$ cat src/rtl/id_pkg.sv
package id_pkg;
  localparam int XLEN   = 32;
  localparam int NREG   = 32;
  localparam int RA_W   = $clog2(NREG);
  localparam int OP_W   = 6;
  localparam int FUNC_W = 11;
  localparam int IMM_W  = 16;
  localparam int CLS_W  = 3;

  localparam int OP_LSB  = XLEN - OP_W;
  localparam int RS1_LSB = OP_LSB - RA_W;
  localparam int RS2_LSB = RS1_LSB - RA_W;
  localparam int RD_LSB  = RS2_LSB - RA_W;

  typedef enum logic [CLS_W-1:0] {
    CL_NOP   = 3'd0,
    CL_LOAD  = 3'd1,
    CL_STORE = 3'd2,
    CL_ALUR  = 3'd3,
    CL_ALUI  = 3'd4,
    CL_FLOW  = 3'd5,
    CL_RSVD  = 3'd6
  } iclass_e;

  typedef struct packed {
    iclass_e           cls;
    logic [RA_W-1:0]   rs1;
    logic [RA_W-1:0]   rs2;
    logic [RA_W-1:0]   dst;
    logic [FUNC_W-1:0] func;
    logic [XLEN-1:0]   imm;
    logic              br_ne;
  } fields_t;

  typedef struct packed {
    iclass_e           cls;
    logic [RA_W-1:0]   rs1;
    logic [RA_W-1:0]   rs2;
    logic [RA_W-1:0]   dst;
    logic [FUNC_W-1:0] func;
    logic [XLEN-1:0]   imm;
    logic [XLEN-1:0]   a;
    logic [XLEN-1:0]   b;
    logic [XLEN-1:0]   pc;
  } bundle_t;

  function automatic iclass_e class_of(input logic [OP_W-1:0] op);
    iclass_e c;
    if (op == '0)                c = CL_NOP;
    else if (op[5:4] == 2'b11)   c = CL_ALUI;
    else if (op[5:3] == 3'b010)  c = CL_LOAD;
    else if (op[5:3] == 3'b011)  c = CL_STORE;
    else if (op[5:3] == 3'b100)  c = CL_ALUR;
    else if (op[5:3] == 3'b101)  c = CL_FLOW;
    else                         c = CL_RSVD;
    return c;
  endfunction
endpackage

$ cat src/rtl/id_field_decode.sv
module id_field_decode
  import id_pkg::*;
(
  input  logic [XLEN-1:0] instr,
  output fields_t         f
);
  logic [OP_W-1:0] op;
  iclass_e         cls;

  assign op  = instr[XLEN-1:OP_LSB];
  assign cls = class_of(op);

  always_comb begin
    f.cls   = cls;
    f.rs1   = instr[RS1_LSB +: RA_W];
    f.rs2   = instr[RS2_LSB +: RA_W];
    f.func  = instr[FUNC_W-1:0];
    f.imm   = {{(XLEN-IMM_W){instr[IMM_W-1]}}, instr[IMM_W-1:0]};
    f.br_ne = op[0];
    unique case (cls)
      CL_ALUR:         f.dst = instr[RD_LSB +: RA_W];
      CL_LOAD, CL_ALUI: f.dst = instr[RS2_LSB +: RA_W];
      default:         f.dst = '0;
    endcase
  end
endmodule

$ cat src/rtl/id_regfile.sv
module id_regfile #(
  parameter int W  = 32,
  parameter int N  = 32,
  localparam int AW = $clog2(N)
) (
  input  logic          clk,
  input  logic          rst_n,
  input  logic          we,
  input  logic [AW-1:0] waddr,
  input  logic [W-1:0]  wdata,
  input  logic [AW-1:0] raddr_a,
  input  logic [AW-1:0] raddr_b,
  output logic [W-1:0]  rdata_a,
  output logic [W-1:0]  rdata_b
);
  logic [W-1:0] regs [N];

  assign regs[0] = '0;

  for (genvar i = 1; i < N; i++) begin : g_reg
    always_ff @(posedge clk or negedge rst_n) begin
      if (!rst_n)                          regs[i] <= '0;
      else if (we && waddr == AW'(i))      regs[i] <= wdata;
    end
  end

  // same-cycle write forwarding; index 0 never forwarded
  always_comb begin
    rdata_a = regs[raddr_a];
    rdata_b = regs[raddr_b];
    if (we && waddr != '0 && waddr == raddr_a) rdata_a = wdata;
    if (we && waddr != '0 && waddr == raddr_b) rdata_b = wdata;
  end
endmodule

$ cat src/rtl/id_branch_unit.sv
module id_branch_unit #(
  parameter int W = 32
) (
  input  logic         accept,
  input  logic         is_flow,
  input  logic         on_nonzero,
  input  logic [W-1:0] test_val,
  input  logic [W-1:0] seq_pc,
  input  logic [W-1:0] offset,
  output logic         taken,
  output logic [W-1:0] target
);
  logic is_zero;
  assign is_zero = (test_val == '0);
  assign taken   = accept && is_flow && (on_nonzero ? !is_zero : is_zero);
  assign target  = seq_pc + offset;
endmodule

$ cat src/rtl/id_stage.sv
module id_stage
  import id_pkg::*;
(
  input  logic              clk,
  input  logic              rst_n,
  input  logic              in_valid,
  output logic              in_ready,
  input  logic [XLEN-1:0]   in_instr,
  input  logic [XLEN-1:0]   in_pc,
  input  logic              bubble,
  input  logic              wb_en,
  input  logic [RA_W-1:0]   wb_addr,
  input  logic [XLEN-1:0]   wb_data,
  output logic              redirect,
  output logic [XLEN-1:0]   redirect_pc,
  output logic              out_valid,
  input  logic              out_ready,
  output logic [CLS_W-1:0]  out_class,
  output logic [RA_W-1:0]   out_rs1,
  output logic [RA_W-1:0]   out_rs2,
  output logic [RA_W-1:0]   out_dst,
  output logic [FUNC_W-1:0] out_func,
  output logic [XLEN-1:0]   out_imm,
  output logic [XLEN-1:0]   out_a,
  output logic [XLEN-1:0]   out_b,
  output logic [XLEN-1:0]   out_pc
);
  fields_t         f;
  logic [XLEN-1:0] op_a, op_b;
  logic            slot_free, take;
  bundle_t         nxt, q;
  logic            q_valid;

  id_field_decode u_dec (.instr(in_instr), .f(f));

  id_regfile #(.W(XLEN), .N(NREG)) u_rf (
    .clk(clk), .rst_n(rst_n),
    .we(wb_en), .waddr(wb_addr), .wdata(wb_data),
    .raddr_a(f.rs1), .raddr_b(f.rs2),
    .rdata_a(op_a), .rdata_b(op_b)
  );

  assign slot_free = !q_valid || out_ready;
  assign in_ready  = slot_free && !bubble;
  assign take      = in_valid && in_ready;

  id_branch_unit #(.W(XLEN)) u_br (
    .accept(take), .is_flow(f.cls == CL_FLOW), .on_nonzero(f.br_ne),
    .test_val(op_a), .seq_pc(in_pc), .offset(f.imm),
    .taken(redirect), .target(redirect_pc)
  );

  always_comb begin
    nxt.cls  = f.cls;
    nxt.rs1  = f.rs1;
    nxt.rs2  = f.rs2;
    nxt.dst  = f.dst;
    nxt.func = f.func;
    nxt.imm  = f.imm;
    nxt.a    = op_a;
    nxt.b    = op_b;
    nxt.pc   = in_pc;
  end

  always_ff @(posedge clk or negedge rst_n) begin
    if (!rst_n) begin
      q       <= '0;
      q_valid <= 1'b0;
    end else if (slot_free) begin
      if (bubble) begin
        q       <= '0;
        q_valid <= 1'b1;
      end else if (in_valid) begin
        q       <= nxt;
        q_valid <= 1'b1;
      end else begin
        q_valid <= 1'b0;
      end
    end
  end

  assign out_valid = q_valid;
  assign out_class = q.cls;
  assign out_rs1   = q.rs1;
  assign out_rs2   = q.rs2;
  assign out_dst   = q.dst;
  assign out_func  = q.func;
  assign out_imm   = q.imm;
  assign out_a     = q.a;
  assign out_b     = q.b;
  assign out_pc    = q.pc;
endmodule

$ cat config.mk
export PLATFORM = sky130hd
export DESIGN_NAME = id_stage
export DESIGN_NICKNAME = d
export VERILOG_FILES = /design/src/rtl/id_pkg.sv /design/src/rtl/id_field_decode.sv /design/src/rtl/id_regfile.sv /design/src/rtl/id_branch_unit.sv /design/src/rtl/id_stage.sv
export SDC_FILE = /design/constraint.sdc
export NUM_CORES = 2
export LEC_CHECK = 0
export BUFFER_PORTS_ARGS = -buffer_cell sky130_fd_sc_hd__buf_2
export CORE_MARGIN = 4
export CORE_UTILIZATION = 60
export CTS_CLUSTER_DIAMETER = 80
export DETAILED_ROUTE_END_ITERATION = 10
export GPL_ROUTABILITY_DRIVEN = 0
export PLACE_DENSITY = 0.78
export SLEW_MARGIN = 10
export SYNTH_ARGS = -nofsm -noshare
export SYNTH_HDL_FRONTEND = slang
export SYNTH_HIERARCHICAL = 1
export SYNTH_SLANG_ARGS = --single-unit
$ cat constraint.sdc
create_clock -name clk -period 8.1 [get_ports clk]
set_input_delay 1.215 -clock clk [delete_from_list [all_inputs] [get_ports clk]]
set_output_delay 1.215 -clock clk [all_outputs]
set_load 0.02 [all_outputs]
==> flow_summary.ini <==
[run_status]
run_status = finished, final reports clean

[floorplanning]
std_cell_rows = 118
core_area_mm2 = 0.1039
die_height_um = 332.2
chipWidth_um = 332.2
num_io_pins = 299
fp.dieArea_mm2 = 0.1103
initial_core_util_pct = 60.66

[clock_network]
cts.hold.buffers_added = 0
clock_insertion_delay_worst_skew_ns = 0.72
post_cts_buffers = 0
cts.htree.levels = 3
tritoncts_num_sinks = 1150
cts_buffers = 118
cts-resized-gates = 0
cts_tree = built
cts_root_buf = sky130_fd_sc_hd__clkbuf_16
cts.path.max_buffers = 3
clk_pin_slew_worst_paths_ns = 0.06

[global_route]
global_route_usage_sum_pct = 34.38
grt_max_degree = 165
grt_first_pass_wirelength_um = 288600
number_of_antenna_violations_at_the_first_check_in_global_routing = 22
overflow = 0
first_global_vias = 44450

[sta]
hold_viol = 0
rsz_0062_raised_after_global_routing = false
hold-worst-slack_ns = 0.4683
final.setup_skew_ns = 0.02257
finalMaxSlewViolations = 0
setup_viol = 0
post-route-period-util_pct = 86.87
final.min_clock_period_ns = 7.036
slew_headroom_pct = 20.87
worstMarginPinSlew_ns = 1.175
setup_total_negative_slack_ns = 0
fmax_ghz = 0.1421

[logic_synthesis]
mappedNetlistArea_mm2 = 0.06305
ys_seq_area_share_pct = 45.64
synth.lib_cells_used.distinct = 72
asyncSetResetFlopFracSynth_pct = 100.0
synth_cells = 4722
leading_register_cell_type_out_of_synthesis = sky130_fd_sc_hd__dfrtp_1
synth_enable_flop_cells = 0
syn_area_per_cell_um2 = 13.35
yosysWarnings = 6
synth_seq_cells = 1150
mappedNetlistNets = 4861

[route]
post_drt_wl_per_cell_um = 31.19
drt_first_iter_violations = 5179
total_length_of_routed_wires_um = 192900
route.antenna.remaining_nets = 0
routed_via_density = 7.148
via_count = 44200
first_pass_iters = 5
drc = 0

[hold_path]
hold_path.class = in2async

[pwr]
internal-power_uw = 12190
power.static_leakage_uw = 0.03013
netSwitchingPower_uw = 4797
power.switching_fraction_pct = 28.24
p_seq_share_pct = 44.7
combPwrFrac_pct = 21.3
power.ir.vdd_worst_v = 0.0001906
power.clock.fraction_pct = 34.1
total_power_uw = 16980
power.density_cell_area_mw_per_mm2 = 246.2

[final_layout]
layout_cell_share_with_drive_strength_beyond_1_pct = 45.99
final_core_utilization_pct = 66.37
layout.nets = 4835
area_growth_pct = 9.400

[critical_path]
req_time_crit_path_ns = 6.88
critical_path.cell_chain = buf_8 > buf_12 > xnor2_1 > and4_4 > o31ai_1 > nor4_1 > nand4_1 > nor2_1 > xor2_1 > and3_1 > buf_2
critical-path-slowest-cell = sky130_fd_sc_hd__and4_4
path_max_fanout = 66
worstSetupStartpointType = primary input
setup.worst_path.end_class = output pin
cp_data_arrival_time_ns = 5.82
critPathMaxStageDelay_ns = 1.01
timing_worst_setup_path_type = in2out

[job]
cap_violations = 0

[placed_design]
place.port_buffers = 298
post-dp-hpwl_um = 116600
-- registers in the layout, indices dropped and copies added, names as in the netlist, 11 cells and up --
register and count:
out_pc 32, out_b 32, out_func 11, out_imm 32, u_rf/regs 992, out_a 32
-- synthesized netlist by cell type (31+ instances only) --
master,instances,share of area (%)
sky130_fd_sc_hd__a211oi_1,32,0.38
sky130_fd_sc_hd__a21oi_1,47,0.37
sky130_fd_sc_hd__a221oi_1,97,1.3
sky130_fd_sc_hd__buf_1,61,0.36
sky130_fd_sc_hd__buf_2,148,1.2
sky130_fd_sc_hd__buf_4,70,0.83
sky130_fd_sc_hd__clkbuf_1,248,1.5
sky130_fd_sc_hd__dfrtp_1,1150,46
sky130_fd_sc_hd__ha_1,31,0.62
sky130_fd_sc_hd__mux2_2,1088,19
sky130_fd_sc_hd__mux2i_1,108,1.7
sky130_fd_sc_hd__mux4_2,415,15
sky130_fd_sc_hd__nand2_1,83,0.49
sky130_fd_sc_hd__nand2b_1,169,1.7
sky130_fd_sc_hd__nor2_1,87,0.52
sky130_fd_sc_hd__nor3_1,68,0.54
sky130_fd_sc_hd__o21ai_0,229,1.8
sky130_fd_sc_hd__o21ai_1,133,1.1
sky130_fd_sc_hd__o22ai_1,96,0.95
sky130_fd_sc_hd__or3_1,35,0.35
-- area by class of cell --
cell class	count	area [µm²]
clock inverters	55	649.4
flip-flops and latches	1150	28780
repair buffers	405	2504
well taps	1380	1727
inverters	9	33.78
fillers	7321	34960
clock buffers	166	3508
diodes	7	17.52
multi-input cells	3012	31760
-- cell usage in the layout, fill, tap and decap left out, types with 25 or more instances in the layout --
cell type,count
sky130_fd_sc_hd__dfrtp_1,1150
sky130_fd_sc_hd__mux2_2,1088
sky130_fd_sc_hd__mux4_2,415
sky130_fd_sc_hd__buf_2,288
sky130_fd_sc_hd__o21ai_0,229
sky130_fd_sc_hd__nand2b_1,164
sky130_fd_sc_hd__o21ai_1,133
sky130_fd_sc_hd__clkbuf_16,122
sky130_fd_sc_hd__mux2i_1,108
sky130_fd_sc_hd__buf_4,99
sky130_fd_sc_hd__a221oi_1,97
sky130_fd_sc_hd__o22ai_1,96
sky130_fd_sc_hd__nor2_1,76
sky130_fd_sc_hd__nand2_1,75
sky130_fd_sc_hd__nor3_1,67
sky130_fd_sc_hd__a21oi_1,47
sky130_fd_sc_hd__or3_1,32
sky130_fd_sc_hd__a211oi_1,32
sky130_fd_sc_hd__clkbuf_8,31
sky130_fd_sc_hd__ha_1,31
sky130_fd_sc_hd__clkinv_2,27
sky130_fd_sc_hd__mux2_1,26
sky130_fd_sc_hd__xnor2_1,25
-- stage by stage --
stage	area [µm²]	std cells	setup slack, ns
final	68980	6184	1.064
after CTS	68960	6177	1.103
after global placement	64810	5956	1.255
after floorplan	63050	4722	2.991
after global routing	68970	6181	0.9099
after detailed placement	64810	5956	1.183
-- power by group through the flow --
| stage | Clock (µW) | Combinational, µW | Sequential, µW |
|---|---|---|---|
| after floorplan | 0 | 2650 | 7440 |
| after global placement | 0 | 3450 | 7550 |
| after detailed placement | 0 | 3560 | 7630 |
| after CTS | 5840 | 3580 | 7530 |
| after global routing | 6080 | 3840 | 7680 |
| final | 5790 | 3610 | 7580 |
-- worst max-delay path, delay by kind of cell --
family	cells	cell delay [ns]
buffers and inverters	3	1.10
and+or+nand+nor	5	2.60
xor gates and xnor gates	2	0.41
AOI/OAI and AO/OA	1	0.37
-- cells by family (layout without fill, tap and decap cells) --
| group | count (synthesis) | in the layout | synth area share, % |
|---|---|---|---|
| AOI/OAI and AO/OA | 737 | 737 | 7.302 |
| and+or+nand+nor | 564 | 564 | 5.086 |
| xor gates and xnor gates | 42 | 42 | 0.5834 |
| buffers and inverters | 560 | 635 | 4.310 |
| muxes | 1637 | 1637 | 36.43 |
| DFF | 1150 | 1150 | 45.64 |
| other | 0 | 7 | 0 |
| adders and majority gates | 32 | 32 | 0.6469 |
-- metal layers --
metal,GRT usage [%],share of wire (%),vias to the layer above
met5,0,0.070,-
met4,14.11,4.5,16
met3,8.898,11,561
met2,51.90,45,2811
met1,48.06,39,23030
li1,-,-,17780
-- worst paths after layout --
check                                              from                    endpoint  slack (ns)  cells past startpoint
worst min-delay path                              rst_n      out_pc[30]$_DFFE_PN0P_        0.47                      1
max in group asynchronous                         rst_n  u_rf/regs[341]$_DFFE_PN0P_        5.57                      3
worst max register to register    out_valid$_DFFE_PN0P_      out_pc[17]$_DFFE_PN0P_        4.97                      5
worst min register to register  out_func[4]$_DFFE_PN0P_     out_func[4]$_DFFE_PN0P_        0.50                      2
min in group clk                out_func[4]$_DFFE_PN0P_     out_func[4]$_DFFE_PN0P_        0.50                      2
worst max-delay path                       in_instr[21]                    redirect        1.06                     11
(Power assumes the default switching activity.)
